===== src/rtl/i2cmon_pkg.sv =====
package i2cmon_pkg;

  typedef enum logic [2:0] {
    EV_START   = 3'd0,
    EV_RSTART  = 3'd1,
    EV_STOP    = 3'd2,
    EV_ADDR_WR = 3'd3,
    EV_ADDR_RD = 3'd4,
    EV_DATA_WR = 3'd5,
    EV_DATA_RD = 3'd6
  } evt_code_e;

  typedef enum logic [1:0] {
    ST_WAIT = 2'd0,
    ST_ADDR = 2'd1,
    ST_DATA = 2'd2
  } mon_state_e;

  typedef struct packed {
    logic      valid;
    evt_code_e code;
    logic [7:0] value;
    logic      nack;
  } evt_rec_t;

endpackage


===== src/rtl/i2cmon_line_filter.sv =====
module i2cmon_line_filter #(
  parameter int SYNC_STAGES = 2,
  parameter int FILT_LEN    = 4
) (
  input  logic clk,
  input  logic rst_n,
  input  logic line_i,
  input  logic load_i,
  output logic line_o
);

  localparam int CW = $clog2(FILT_LEN + 1);

  logic [SYNC_STAGES-1:0] sync_q;
  logic                   sync_out;

  always_ff @(posedge clk or negedge rst_n) begin
    if (!rst_n) sync_q <= '1;
    else        sync_q <= {sync_q[SYNC_STAGES-2:0], line_i};
  end

  assign sync_out = sync_q[SYNC_STAGES-1];

  generate
    if (FILT_LEN <= 1) begin : g_bypass
      logic filt_q;
      always_ff @(posedge clk or negedge rst_n) begin
        if (!rst_n) filt_q <= 1'b1;
        else        filt_q <= sync_out;
      end
      assign line_o = filt_q;
    end else begin : g_filter
      logic          filt_q, filt_d;
      logic [CW-1:0] cnt_q, cnt_d;

      always_comb begin
        filt_d = filt_q;
        cnt_d  = cnt_q;
        if (load_i) begin
          filt_d = sync_out;
          cnt_d  = '0;
        end else if (sync_out == filt_q) begin
          cnt_d = '0;
        end else if (cnt_q == CW'(FILT_LEN - 1)) begin
          filt_d = sync_out;
          cnt_d  = '0;
        end else begin
          cnt_d = cnt_q + 1'b1;
        end
      end

      always_ff @(posedge clk or negedge rst_n) begin
        if (!rst_n) begin
          filt_q <= 1'b1;
          cnt_q  <= '0;
        end else begin
          filt_q <= filt_d;
          cnt_q  <= cnt_d;
        end
      end

      assign line_o = filt_q;

      // an output change needs the synchronized input to disagree first
      p_filter_hold_r10: assert property (@(posedge clk) disable iff (!rst_n)
        (!load_i && sync_out == filt_q) |=> $stable(filt_q));
    end
  endgenerate

endmodule


===== src/rtl/i2cmon_edge.sv =====
module i2cmon_edge #(
  parameter int WARM_CYC = 3
) (
  input  logic clk,
  input  logic rst_n,
  input  logic scl_i,
  input  logic sda_i,
  output logic warm_o,
  output logic scl_rise_o,
  output logic start_o,
  output logic stop_o
);

  localparam int WW = $clog2(WARM_CYC + 1);

  logic [WW-1:0] wcnt_q, wcnt_d;
  logic          armed_q;
  logic          scl_prev_q, sda_prev_q;

  assign warm_o = (wcnt_q != WW'(WARM_CYC));

  always_comb begin
    wcnt_d = wcnt_q;
    if (warm_o) wcnt_d = wcnt_q + 1'b1;
  end

  always_ff @(posedge clk or negedge rst_n) begin
    if (!rst_n) begin
      wcnt_q     <= '0;
      armed_q    <= 1'b0;
      scl_prev_q <= 1'b1;
      sda_prev_q <= 1'b1;
    end else begin
      wcnt_q     <= wcnt_d;
      armed_q    <= !warm_o;
      scl_prev_q <= scl_i;
      sda_prev_q <= sda_i;
    end
  end

  assign scl_rise_o = armed_q && !scl_prev_q && scl_i;
  assign start_o    = armed_q && sda_prev_q && !sda_i && scl_i;
  assign stop_o     = armed_q && !sda_prev_q && sda_i && scl_i;

  // no edge reported in the cycle after a warm-up cycle
  p_quiet_warmup_r11: assert property (@(posedge clk) disable iff (!rst_n)
    warm_o |=> !(scl_rise_o || start_o || stop_o));

endmodule


===== src/rtl/i2cmon_decoder.sv =====
module i2cmon_decoder
  import i2cmon_pkg::*;
(
  input  logic     clk,
  input  logic     rst_n,
  input  logic     scl_rise_i,
  input  logic     start_i,
  input  logic     stop_i,
  input  logic     sda_i,
  output evt_rec_t evt_o
);

  mon_state_e state_q, state_d;
  logic [3:0] bitcnt_q, bitcnt_d;
  logic [7:0] shreg_q, shreg_d;
  logic       rd_q, rd_d;
  logic       rep_q, rep_d;
  evt_rec_t   evt_q, evt_d;

  logic do_bit, do_start, do_stop;

  assign do_bit   = scl_rise_i && (state_q != ST_WAIT);
  assign do_start = start_i && !scl_rise_i &&
                    ((state_q == ST_WAIT) || (state_q == ST_DATA));
  assign do_stop  = stop_i && !scl_rise_i && !start_i && (state_q == ST_DATA);

  always_comb begin
    state_d  = state_q;
    bitcnt_d = bitcnt_q;
    shreg_d  = shreg_q;
    rd_d     = rd_q;
    rep_d    = rep_q;
    evt_d    = '0;
    if (do_bit) begin
      if (bitcnt_q == 4'd8) begin
        bitcnt_d   = '0;
        evt_d.valid = 1'b1;
        evt_d.nack  = sda_i;
        if (state_q == ST_ADDR) begin
          rd_d        = shreg_q[0];
          evt_d.code  = shreg_q[0] ? EV_ADDR_RD : EV_ADDR_WR;
          evt_d.value = {1'b0, shreg_q[7:1]};
          state_d     = ST_DATA;
        end else begin
          evt_d.code  = rd_q ? EV_DATA_RD : EV_DATA_WR;
          evt_d.value = shreg_q;
        end
      end else begin
        shreg_d  = {shreg_q[6:0], sda_i};
        bitcnt_d = bitcnt_q + 1'b1;
      end
    end else if (do_start) begin
      evt_d.valid = 1'b1;
      evt_d.code  = rep_q ? EV_RSTART : EV_START;
      state_d     = ST_ADDR;
      bitcnt_d    = '0;
      rep_d       = 1'b1;
      rd_d        = 1'b0;
    end else if (do_stop) begin
      evt_d.valid = 1'b1;
      evt_d.code  = EV_STOP;
      state_d     = ST_WAIT;
      rep_d       = 1'b0;
      rd_d        = 1'b0;
    end
  end

  always_ff @(posedge clk or negedge rst_n) begin
    if (!rst_n) begin
      state_q  <= ST_WAIT;
      bitcnt_q <= '0;
      shreg_q  <= '0;
      rd_q     <= 1'b0;
      rep_q    <= 1'b0;
      evt_q    <= '0;
    end else begin
      state_q  <= state_d;
      bitcnt_q <= bitcnt_d;
      shreg_q  <= shreg_d;
      rd_q     <= rd_d;
      rep_q    <= rep_d;
      evt_q    <= evt_d;
    end
  end

  assign evt_o = evt_q;

  // a unit never holds more than 8 pending bits before its ninth
  p_bitcnt_max_r4: assert property (@(posedge clk) disable iff (!rst_n)
    bitcnt_q <= 4'd8);

  // an address event leaves the decoder in the data phase
  p_addr_to_data_r5: assert property (@(posedge clk) disable iff (!rst_n)
    (evt_q.valid && (evt_q.code == EV_ADDR_WR || evt_q.code == EV_ADDR_RD))
    |-> state_q == ST_DATA);

  // a STOP event leaves the decoder idle with the repeat flag cleared
  p_stop_to_idle_r3: assert property (@(posedge clk) disable iff (!rst_n)
    (evt_q.valid && evt_q.code == EV_STOP) |-> (state_q == ST_WAIT && !rep_q));

  // the idle phase is silent unless a START is seen
  p_idle_silent_r3: assert property (@(posedge clk) disable iff (!rst_n)
    (state_q == ST_WAIT && !start_i) |=> !evt_q.valid);

  // bus-condition events carry empty value and flag
  p_ctrl_fields_zero_r9: assert property (@(posedge clk) disable iff (!rst_n)
    (evt_q.valid && evt_q.code <= EV_STOP) |-> (evt_q.value == 8'd0 && !evt_q.nack));

  // a data-read event only occurs while the read direction is latched
  p_dir_latched_r6: assert property (@(posedge clk) disable iff (!rst_n)
    (evt_q.valid && evt_q.code == EV_DATA_RD) |-> rd_q);

endmodule


===== src/rtl/i2c_bus_monitor.sv =====
module i2c_bus_monitor
  import i2cmon_pkg::*;
#(
  parameter int SYNC_STAGES = 2,
  parameter int FILT_LEN    = 4
) (
  input  logic       clk,
  input  logic       rst_n,
  input  logic       scl_i,
  input  logic       sda_i,
  output logic       evt_valid_o,
  output logic [2:0] evt_code_o,
  output logic [7:0] evt_value_o,
  output logic       evt_nack_o
);

  localparam int WARM_CYC = SYNC_STAGES + 1;

  logic [1:0] rst_sync_q;
  logic       rst_n_int;

  always_ff @(posedge clk or negedge rst_n) begin
    if (!rst_n) rst_sync_q <= 2'b00;
    else        rst_sync_q <= {rst_sync_q[0], 1'b1};
  end
  assign rst_n_int = rst_sync_q[1];

  logic scl_f, sda_f, warm;
  logic scl_rise, start_det, stop_det;
  evt_rec_t evt;

  i2cmon_line_filter #(.SYNC_STAGES(SYNC_STAGES), .FILT_LEN(FILT_LEN)) u_scl_filt (
    .clk(clk), .rst_n(rst_n_int), .line_i(scl_i), .load_i(warm), .line_o(scl_f)
  );

  i2cmon_line_filter #(.SYNC_STAGES(SYNC_STAGES), .FILT_LEN(FILT_LEN)) u_sda_filt (
    .clk(clk), .rst_n(rst_n_int), .line_i(sda_i), .load_i(warm), .line_o(sda_f)
  );

  i2cmon_edge #(.WARM_CYC(WARM_CYC)) u_edge (
    .clk(clk), .rst_n(rst_n_int), .scl_i(scl_f), .sda_i(sda_f),
    .warm_o(warm), .scl_rise_o(scl_rise), .start_o(start_det), .stop_o(stop_det)
  );

  i2cmon_decoder u_dec (
    .clk(clk), .rst_n(rst_n_int), .scl_rise_i(scl_rise), .start_i(start_det),
    .stop_i(stop_det), .sda_i(sda_f), .evt_o(evt)
  );

  assign evt_valid_o = evt.valid;
  assign evt_code_o  = evt.code;
  assign evt_value_o = evt.value;
  assign evt_nack_o  = evt.nack;

  // no event record is presented while the internal reset is held
  p_reset_quiet_r1: assert property (@(posedge clk)
    !rst_n_int |=> !evt_valid_o);

endmodule


===== config.mk =====
export PLATFORM = sky130hd
export DESIGN_NAME = i2c_bus_monitor
export DESIGN_NICKNAME = d
export VERILOG_FILES = /design/src/rtl/i2cmon_pkg.sv /design/src/rtl/i2cmon_line_filter.sv /design/src/rtl/i2cmon_edge.sv /design/src/rtl/i2cmon_decoder.sv /design/src/rtl/i2c_bus_monitor.sv
export SDC_FILE = /design/constraint.sdc
export NUM_CORES = 1
export LEC_CHECK = 0
export BUFFER_PORTS_ARGS = -buffer_cell sky130_fd_sc_hd__buf_2
export CAP_MARGIN = 40
export CORE_MARGIN = 4
export CORE_UTILIZATION = 57
export DETAILED_ROUTE_END_ITERATION = 6
export PLACE_DENSITY = 0.78
export SETUP_SLACK_MARGIN = 0.1
export SYNTH_ARGS = -nofsm -noshare
export SYNTH_HDL_FRONTEND = slang
export SYNTH_SLANG_ARGS = --single-unit

===== constraint.sdc =====
create_clock -name clk -period 1.6 [get_ports clk]
set_input_delay 0.08 -clock clk [delete_from_list [all_inputs] [get_ports clk]]
set_output_delay 0.08 -clock clk [all_outputs]
set_load 0.01 [all_outputs]

# Yosys cells after proc, flatten, opt, wreduce, memory -nomap -nowiden
# Index checks and enable logic that the tools add are counted.
[word_totals] ff_bits=48 latch_bits=0 mem_bits_rw=0 romBits=0 in_bits=4 mem_count=0
[op_classes] n_addsub=4 mul=0 n_div=0 magnitude_cmp=0 eq_ne=12 shifts=0 muxes=35 n_bitwise=2 n_reduce_logical=33
[ops] op="$mux W4" n=6
[ops] op="$mux W3" n=7
[ops] op="$logic_and A1 B1 Y1" n=14
[ops] op="$mux W1" n=13
[ops] op="$mux W13" n=1
[ops] op="$mux W2" n=6
[ops] op="$mux W11" n=1
[ops] op="$reduce_bool A2 Y1" n=5
[ops] op="$mux W9" n=1
[ops] op="$reduce_and A2 Y1" n=4
[ops] op="$add A3 B1 Y3 const B" n=2
[ops] op="$eq A3 B2 Y1 const B" n=2
[ops] op="$logic_not A1 Y1" n=6
[ops] op="$ne A2 B2 Y1 const B" n=3
[ops] op="$add A4 B1 Y4 const B" n=1
[ops] op="$eq A4 B4 Y1 const B" n=1
[ops] op="$ne A2 B1 Y1 const B" n=2
[ops] op="$reduce_and A3 Y1" n=1
[ops] op="$reduce_bool A3 Y1" n=1
[ops] op="$add A2 B1 Y2 const B" n=1
[ops] op="$eq A1 B1 Y1" n=2
[ops] op="$eq A2 B1 Y1 const B" n=1
[ops] op="$eq A2 B2 Y1 const B" n=1
[ops] op="$logic_not A2 Y1" n=1
[ops] op="other kinds (2)" n=3

# Depth between registers and ports, before layout
# Gate-level depths: netlist of run 1.
[depth] ltp_word=10 mapped_depth=7 depth_no_buf=6

# By module
# From an unflattened synthesis of run 1, not the netlist that was laid out.
[hier_totals] hier_cells=153 hier_area_um2=1948.1
[modules_own_cells] mod="i2cmon_decoder" instances=1 cells_per_inst=108 area_each_um2=1237.4 seq_area_each_um2=725.7
[modules_own_cells] mod="i2cmon_line_filter" instances=2 cells_per_inst=15 area_each_um2=230.2 seq_area_each_um2=153.9
[modules_own_cells] mod="i2cmon_edge" instances=1 cells_per_inst=12 area_each_um2=196.4 seq_area_each_um2=127.6
[modules_own_cells] mod="i2c_bus_monitor" instances=1 cells_per_inst=3 area_each_um2=53.8 seq_area_each_um2=50.0

# Worst setup path before layout of run 1
# OpenSTA, ideal clock, no wires.
[synth_path] path_type="register to register" from="register u_dec.bitcnt_q[0]" to="register u_dec.shreg_q[1]" setup_ns=0.125 t_arrival_ns=1.495 required_time_ns=1.475 path_slack_ns=-0.019 path_stages_with_launch=7 path_buffers=1 period_less_slack_ns=1.619 cell_sequence="dfrtp_1 inv_1 ha_1 and3b_1 nor3b_4 buf_6 mux2_2"
[synth_between] elab_chain_len=3
[synth_rtl] item="start, declared" line="i2cmon_decoder.sv:14" text="logic [3:0] bitcnt_q, bitcnt_d;"
[synth_rtl] item="start signal, assigned" line="i2cmon_decoder.sv:78" text="bitcnt_q <= bitcnt_d;"
[synth_rtl] item="$eq A4 B4 Y1" line="i2cmon_decoder.sv:35" text="if (bitcnt_q == 4'd8) begin"
[synth_rtl] item="$not A1 Y1 (no source line)"
[synth_rtl] item="$reduce_and A2 Y1 (no source line)"
[synth_rtl] item="end signal, assigned" line="i2cmon_decoder.sv:79" text="shreg_q <= shreg_d;"
[synth_rtl] item="end, declared" line="i2cmon_decoder.sv:15" text="logic [7:0] shreg_q, shreg_d;"
# No other way between the ends.
# A chain may end at the register's enable or synchronous reset.

# Worst setup path in the final report of run 1
[layout_path] from="register u_dec.bitcnt_q[0]" to="register u_dec.shreg_q[4]"
# Same word-level chain as after synthesis.

==> flow_summary.toml, run 1 <==
[outcome]
status = "finished with violations"
failed_checks = "setup timing"

[pwr]
p_int_w = 0.00267
peakVddDrop_uv = 856
clockPowerShare = 0.172
report.power.total_w = 0.00395
power_density_mw_per_mm2 = 1680
power.switching_w = 0.00128
pwr-share-seq = 0.449
power.leakage_nw = 1.16
p_comb_frac = 0.379
swShare = 0.324

[floorplan]
die_y_um = 66.2
core-area_mm2 = 0.00315
die_x_um = 66.2
start_util = 0.612
io_pins = 17
fp-row-count = 20
dieArea_mm2 = 0.00438

[routing]
final_antenna_net_count = 0
vias_per_cell = 5.30
routed_wl_um = 3290
drc = 0
drt_iter0_drc = 107
vias = 1255
detail_route.wl_per_cell_um = 13.9
dr.pass1.iters = 4

[setup_path]
cp_top_family = "simple AND/OR/NAND/NOR gates"
path_depth = 6
critPathRequiredTime_ps = 1860
path_class = "reg -> reg"
r2r_start = "u_dec.bitcnt_q[0]$_DFFE_PN0P_"
timing.rr.end = "u_dec.shreg_q[4]$_DFFE_PN0P_"
slowest_stage = "dfrtp_1"
startpoint = "u_dec.bitcnt_q[0]$_DFFE_PN0P_"
crit_path_start_kind = "flip-flop"
cp_max_fo = 5
rr_worst_depth = 6
critPathCapture = "u_dec.shreg_q[4]$_DFFE_PN0P_"
timing.reg2reg.setup_slack_ps = -70
end_kind = "flip-flop"
critPathMaxStageDelay_ps = 380
path_cells = "inv_2 > ha_4 > and3b_2 > nor3b_4 > buf_6 > mux2_4"
arrival_ps = 1940
worst-path-buf-inv = 2

[synthesis]
synth_compound_area_frac = 0.0733
synth_seq_cells = 48
synth-adder-area-share = 0.0324
synth_seq_area_share = 0.628
synth_fp_nets = 164
synth_top_family_by_area = "simple AND/OR/NAND/NOR gates"
synthesis.area_mm2 = 0.00193
synth_ff_type = "dfrtp_1"
syn_area_per_cell_um2 = 12.4
synth.distinct_cells = 39
syn_inst = 155
ys_async_sr_fraction = 1.00
synth_edf_count = 0
yosys.area_share.simple = 0.152
synthMuxAreaShare = 0.0694
synthXorXnorAreaFrac = 0.0182
ys.warnings.count = 0

[timing]
worst_slack_ps = -74.1
hold_viol = 0
fmax_mhz = 597
layout_min_cycle_time_ps = 1670
finalSetupViolCount = 9
grt_setup_unrepaired = "yes"
skew_ps = 9.29
hold_ws_ps = 15.2
finalCritPeriodShare = 1.05
finalMaxSlewViolations = 0

[cells_and_area]
fin_util = 0.747
drive_above_1_share = 0.383
fillCellCount = 216
syn2layout_area_growth_pct = 22.2
antennaDiodeCount = 0
final_cells = 237
nNetsFinal = 201
fin_area_mm2 = 0.00236

[placed_design]
place_area_mm2 = 0.00215
detailed_place_hpwl_um = 2240
place.gp.congestion = 0.806
io_buffers = 16
placed_cells = 220

[job]
maxCapViolCount = 0

[global_route]
grt_max_degree = 27
grtUsageMet1 = 0.221
grt.busiest_layer = "met2"
use_met2 = 0.289
grt_pass1_wl_um = 5770
met3_usage = 0.0425
track_usage = 0.177
antenna_found_initial = 0
grt_pass1_vias = 1257
grt_overflow = 0

[cts]
cts_tree = "yes"
cts.htree.levels = 2
numCtsBuffers = 5
cts_max_path_buffers = 2
root_buffer = "clkbuf_4"
cts_sinks = 48
clock_latency_ps = 360
clk_pin_slew_ps = 130

[hold_path]
hold_path.class = "in -> async"
==> sequential cells by signal (all words and copies together) (netlist names) <==
register                   cells
u_dec.evt_o                   13
u_edge.armed_q                 1
u_dec.bitcnt_q                 4
u_sda_filt.g_filter.cnt_q      3
u_dec.rep_q                    1
u_scl_filt.g_filter.cnt_q      3
u_edge.wcnt_q                  2
u_dec.shreg_q                  8
u_scl_filt.sync_q              2
u_sda_filt.sync_q              2
u_dec.state_q                  2
u_dec.rd_q                     1
u_edge.scl_prev_q              1
u_scl_filt.line_o              1
rst_sync_q                     2
u_sda_filt.line_o              1
u_edge.sda_prev_q              1
==> worst min path at each step <==
stage,from,to,slack (ps),depth (start not counted)
2_1_floorplan,rst_n,rst_sync_q[0]$_DFF_PN0_,-220,0
3_3_place_gp,rst_n,rst_sync_q[0]$_DFF_PN0_,-140,1
3_5_place_dp,rst_n,rst_sync_q[0]$_DFF_PN0_,-130,1
4_1_cts,rst_n,rst_sync_q[1]$_DFF_PN0_,2,2
5_1_grt,rst_n,rst_sync_q[1]$_DFF_PN0_,5,2
6_report,rst_n,rst_sync_q[1]$_DFF_PN0_,20,2
==> final cells by class <==
type	instances	area (um2)	area share
Tap cell	44	55.1	0.0234
Timing Repair Buffer	35	254	0.108
Clock inverter	2	35.0	0.0149
Clock buffer	6	41.3	0.0175
Multi-Input combinational cell	97	739	0.314
Inverter	5	18.8	0.00797
Sequential cell	48	1210	0.515
==> metrics by stage <==
step | setup WS [ps] | setup TNS [ps]
2_1_floorplan | -16.6 | -99.3
3_3_place_gp | -30.1 | -156
3_5_place_dp | -72.7 | -396
4_1_cts | -35.0 | -197
5_1_grt | -130 | -1100
6_report | -74.1 | -488
==> synthesized netlist by cell type, types with 2 or more instances <==
library cell | number | area share
a21o_1 | 2 | 0.0078
a21oi_1 | 9 | 0.023
and3b_1 | 3 | 0.014
and4b_1 | 2 | 0.010
clkbuf_1 | 3 | 0.0058
dfrtp_1 | 40 | 0.52
dfstp_2 | 8 | 0.11
ha_1 | 5 | 0.032
inv_1 | 5 | 0.0097
mux2_2 | 11 | 0.064
nand2_1 | 27 | 0.053
nand2b_1 | 2 | 0.0065
nand3_1 | 2 | 0.0052
nor2_1 | 5 | 0.0097
nor2b_1 | 3 | 0.0097
o21ai_0 | 3 | 0.0078
xnor2_1 | 2 | 0.0091
xor2_1 | 2 | 0.0091
==> metal layers <==
| layer | vias up | wire length (um) |
|---|---|---|
| met5 | - | 0 |
| met4 | 0 | 65 |
| li1 | 594 | - |
| met1 | 619 | 1480 |
| met3 | 7 | 154 |
| met2 | 35 | 1590 |
==> layout by cell type, fill, tap and decap left out, types with 3 or more instances in the layout <==
cell type       n
a21oi_1         8
buf_2          16
buf_4          12
buf_6           3
dfrtp_1        39
nor2_1          5
nand2_1        27
clkbuf_4        5
o21ai_0         3
inv_1           3
mux2_4          9
dlygate4sd3_1   3
ha_1            4
dfstp_2         8
==> power by group through the flow <==
| stage | Combinational, W | Sequential, W | Clock [W] |
|---|---|---|---|
| floorplan | 0.000925 | 0.00177 | 0 |
| global placement | 0.00120 | 0.00176 | 0 |
| detailed placement | 0.00126 | 0.00178 | 0 |
| CTS | 0.00139 | 0.00176 | 0.000703 |
| global route | 0.00167 | 0.00181 | 0.000759 |
| finish | 0.00150 | 0.00177 | 0.000681 |
==> worst register-to-register path, stage by stage (launching register included) <==
cell,delay [ps]
dfrtp_1,380
inv_2,50
ha_4,140
and3b_2,220
nor3b_4,310
buf_6,180
mux2_4,300
==> timing repair <==
| item | 4_1_cts | 5_1_grt |
|---|---|---|
| endpoints found under the setup margin | 10 | 16 |
| resized for setup | 7 | 8 |
| hold buffers | 3 | 0 |
| buffers inserted | 3 | 3 |
| pin swaps | 4 | 3 |
| endpoints found under the hold margin | 4 | 0 |
==> cell families after synthesis <==
logic type / Yosys count
adders and majority gates: 5
and+or+nand+nor: 54
muxes: 12
buffers and inverters: 10
DFF: 48
xor gates and xnor gates: 4
other: 1
AOI/OAI and AO/OA: 21
Note: power is estimated with default switching activity, not from simulation.
==> run 2, diff against run 1 <==
- CORE_MARGIN: 4 -> 2
==> run 2 against run 1 <==
Compared with the run above:
- the run still ends with setup timing left
- total power shrank 4.5%
- first-iteration DRC count fell by 49%
- cell count up 0.42%
- wire length shrank 1.4%
- largest power group unchanged
==> flow_summary.toml, run 2 (synthesis results as in run 1) <==
[floorplan]
die_x_um = 62.2
dieArea_mm2 = 0.00386
start_util = 0.587
die_y_um = 62.2
core-area_mm2 = 0.00328
fp-row-count = 21
io_pins = 17

[placed_design]
detailed_place_hpwl_um = 2200
place.gp.congestion = 0.769
place_ws_ps = -47.7
io_buffers = 16

[global_route]
grt_max_degree = 27
track_usage = 0.181
grt_overflow = 0
antenna_found_initial = 0
grt_pass1_wl_um = 5440
grt_pass1_vias = 1313

[cells_and_area]
syn2layout_area_growth_pct = 21.3
fin_util = 0.712
antennaDiodeCount = 0
final_cell_mix = "37 x dfrtp_1, 27 x nand2_1, 16 x buf_2"
nNetsFinal = 200
drive_above_1_share = 0.391
largest_reg_flops = 13
final_common_cell = "dfrtp_1"

[cts]
root_buffer = "clkbuf_4"
cts.htree.levels = 2
numCtsBuffers = 5
cts_tree = "yes"
clk_pin_slew_ps = 120
cts_max_path_buffers = 2
clock_latency_ps = 360
cts_sinks = 48

[timing]
fmax_mhz = 624
relSlewSlack = 0.627
skew_ps = 20.7
layout_min_cycle_time_ps = 1600
finalMaxSlewViolations = 0
tightestPinTransition_ps = 560
setup_tns_ps = -1.52
grt_setup_unrepaired = "yes"
worst_slack_ps = -1.52
finalSetupViolCount = 1
hold_viol = 0
finalCritPeriodShare = 1.00

[pwr]
p_int_w = 0.00249
power.switching_w = 0.00129
pwr-share-seq = 0.472
peakVddDrop_uv = 956
p_comb_frac = 0.388
power_density_mw_per_mm2 = 1610
clockPowerShare = 0.139
power.leakage_nw = 1.14
swShare = 0.341

[setup_path]
end_kind = "flip-flop"
timing.reg2reg.setup_slack_ps = -2
critPathRequiredTime_ps = 1840
rr_worst_depth = 6
critPathMaxStageDelay_ps = 360
critPathCapture = "u_dec.shreg_q[7]$_DFFE_PN0P_"
startpoint = "u_dec.bitcnt_q[1]$_DFFE_PN0P_"
arrival_ps = 1840
path_cells = "inv_1 > ha_2 > and3b_2 > nor3b_4 > buf_12 > mux2_4"
slowest_stage = "dfrtp_1"
crit_path_start_kind = "flip-flop"
path_class = "reg -> reg"
timing.rr.end = "u_dec.shreg_q[7]$_DFFE_PN0P_"
r2r_start = "u_dec.bitcnt_q[1]$_DFFE_PN0P_"
cp_max_fo = 8

[routing]
vias_per_cell = 5.30
routed_wl_um = 3250
drt_iter0_drc = 55
vias = 1261
dr.pass1.iters = 4
final_antenna_net_count = 0
detail_route.wl_per_cell_um = 13.6
drc = 0

[outcome]
failed_checks = "setup timing"
status = "finished with violations"

[hold_path]
hold_path.class = "in -> async"

[job]
maxCapViolCount = 0
[run 2: what timing repair did]
| action | CTS | global route |
|---|---|---|
| setup buffers | 3 | 2 |
| hold buffers | 3 | 0 |
| pin swaps | 3 | 1 |
| hold endpoints to repair | 4 | 0 |
| setup endpoints to repair | 9 | 20 |
| resized for setup | 7 | 10 |
[run 2: layout make-up]
type | instances | area, um2
clock inverter | 2 | 12.5
inverter | 5 | 18.8
clock buffer | 6 | 41.3
multi-input combinational | 97 | 743
fill | 233 | 945
timing repair buffer | 34 | 251
tap | 46 | 57.6
sequential | 48 | 1210
[run 2: stage by stage]
step / instances / instance area [um2] / total power [W] / hold slack [ps]
detailed placement: 223 / 2170 / 0.00309 / -133
floorplan: 155 / 1950 / 0.00270 / -216
global placement: 223 / 2170 / 0.00299 / -134
global route: 238 / 2340 / 0.00403 / 13.3
CTS: 237 / 2310 / 0.00374 / 11.9
finish: 238 / 2340 / 0.00377 / 29.2
[run 2: metal layers]
layer / wire length [um] / global-route usage / share of wire
met1: 1380 / 0.199 / 0.42
met2: 1720 / 0.330 / 0.53
met3: 90 / 0.0417 / 0.028
met4: 59 / 0.0861 / 0.018
met5: 0 / 0 / 0
[run 2: power groups by stage]
| stage | combinational [W] | clock, W | sequential (W) |
|---|---|---|---|
| floorplan | 0.000925 | 0 | 0.00177 |
| global placement | 0.00121 | 0 | 0.00178 |
| detailed placement | 0.00129 | 0 | 0.00180 |
| CTS | 0.00142 | 0.000542 | 0.00178 |
| global route | 0.00161 | 0.000596 | 0.00182 |
| finish | 0.00147 | 0.000525 | 0.00178 |
[run 2: worst min path at each step]
| stage | start | to | slack, ps |
|---|---|---|---|
| 2_1_floorplan | rst_n | rst_sync_q[0]$_DFF_PN0_ | -220 |
| 3_3_place_gp | rst_n | rst_sync_q[0]$_DFF_PN0_ | -130 |
| 3_5_place_dp | rst_n | rst_sync_q[0]$_DFF_PN0_ | -130 |
| 4_1_cts | rst_n | rst_sync_q[0]$_DFF_PN0_ | 10 |
| 5_1_grt | rst_n | rst_sync_q[0]$_DFF_PN0_ | 10 |
| 6_report | rst_n | rst_sync_q[1]$_DFF_PN0_ | 30 |
[run 2: worst max-delay path, delay by kind of cell, from the launching register on]
| kind | cells | cell delay [ps] |
|---|---|---|
| simple gates | 2 | 460 |
| mux | 1 | 300 |
| buf+inv | 2 | 220 |
| fa+ha+maj | 1 | 170 |
| flops | 1 | 360 |
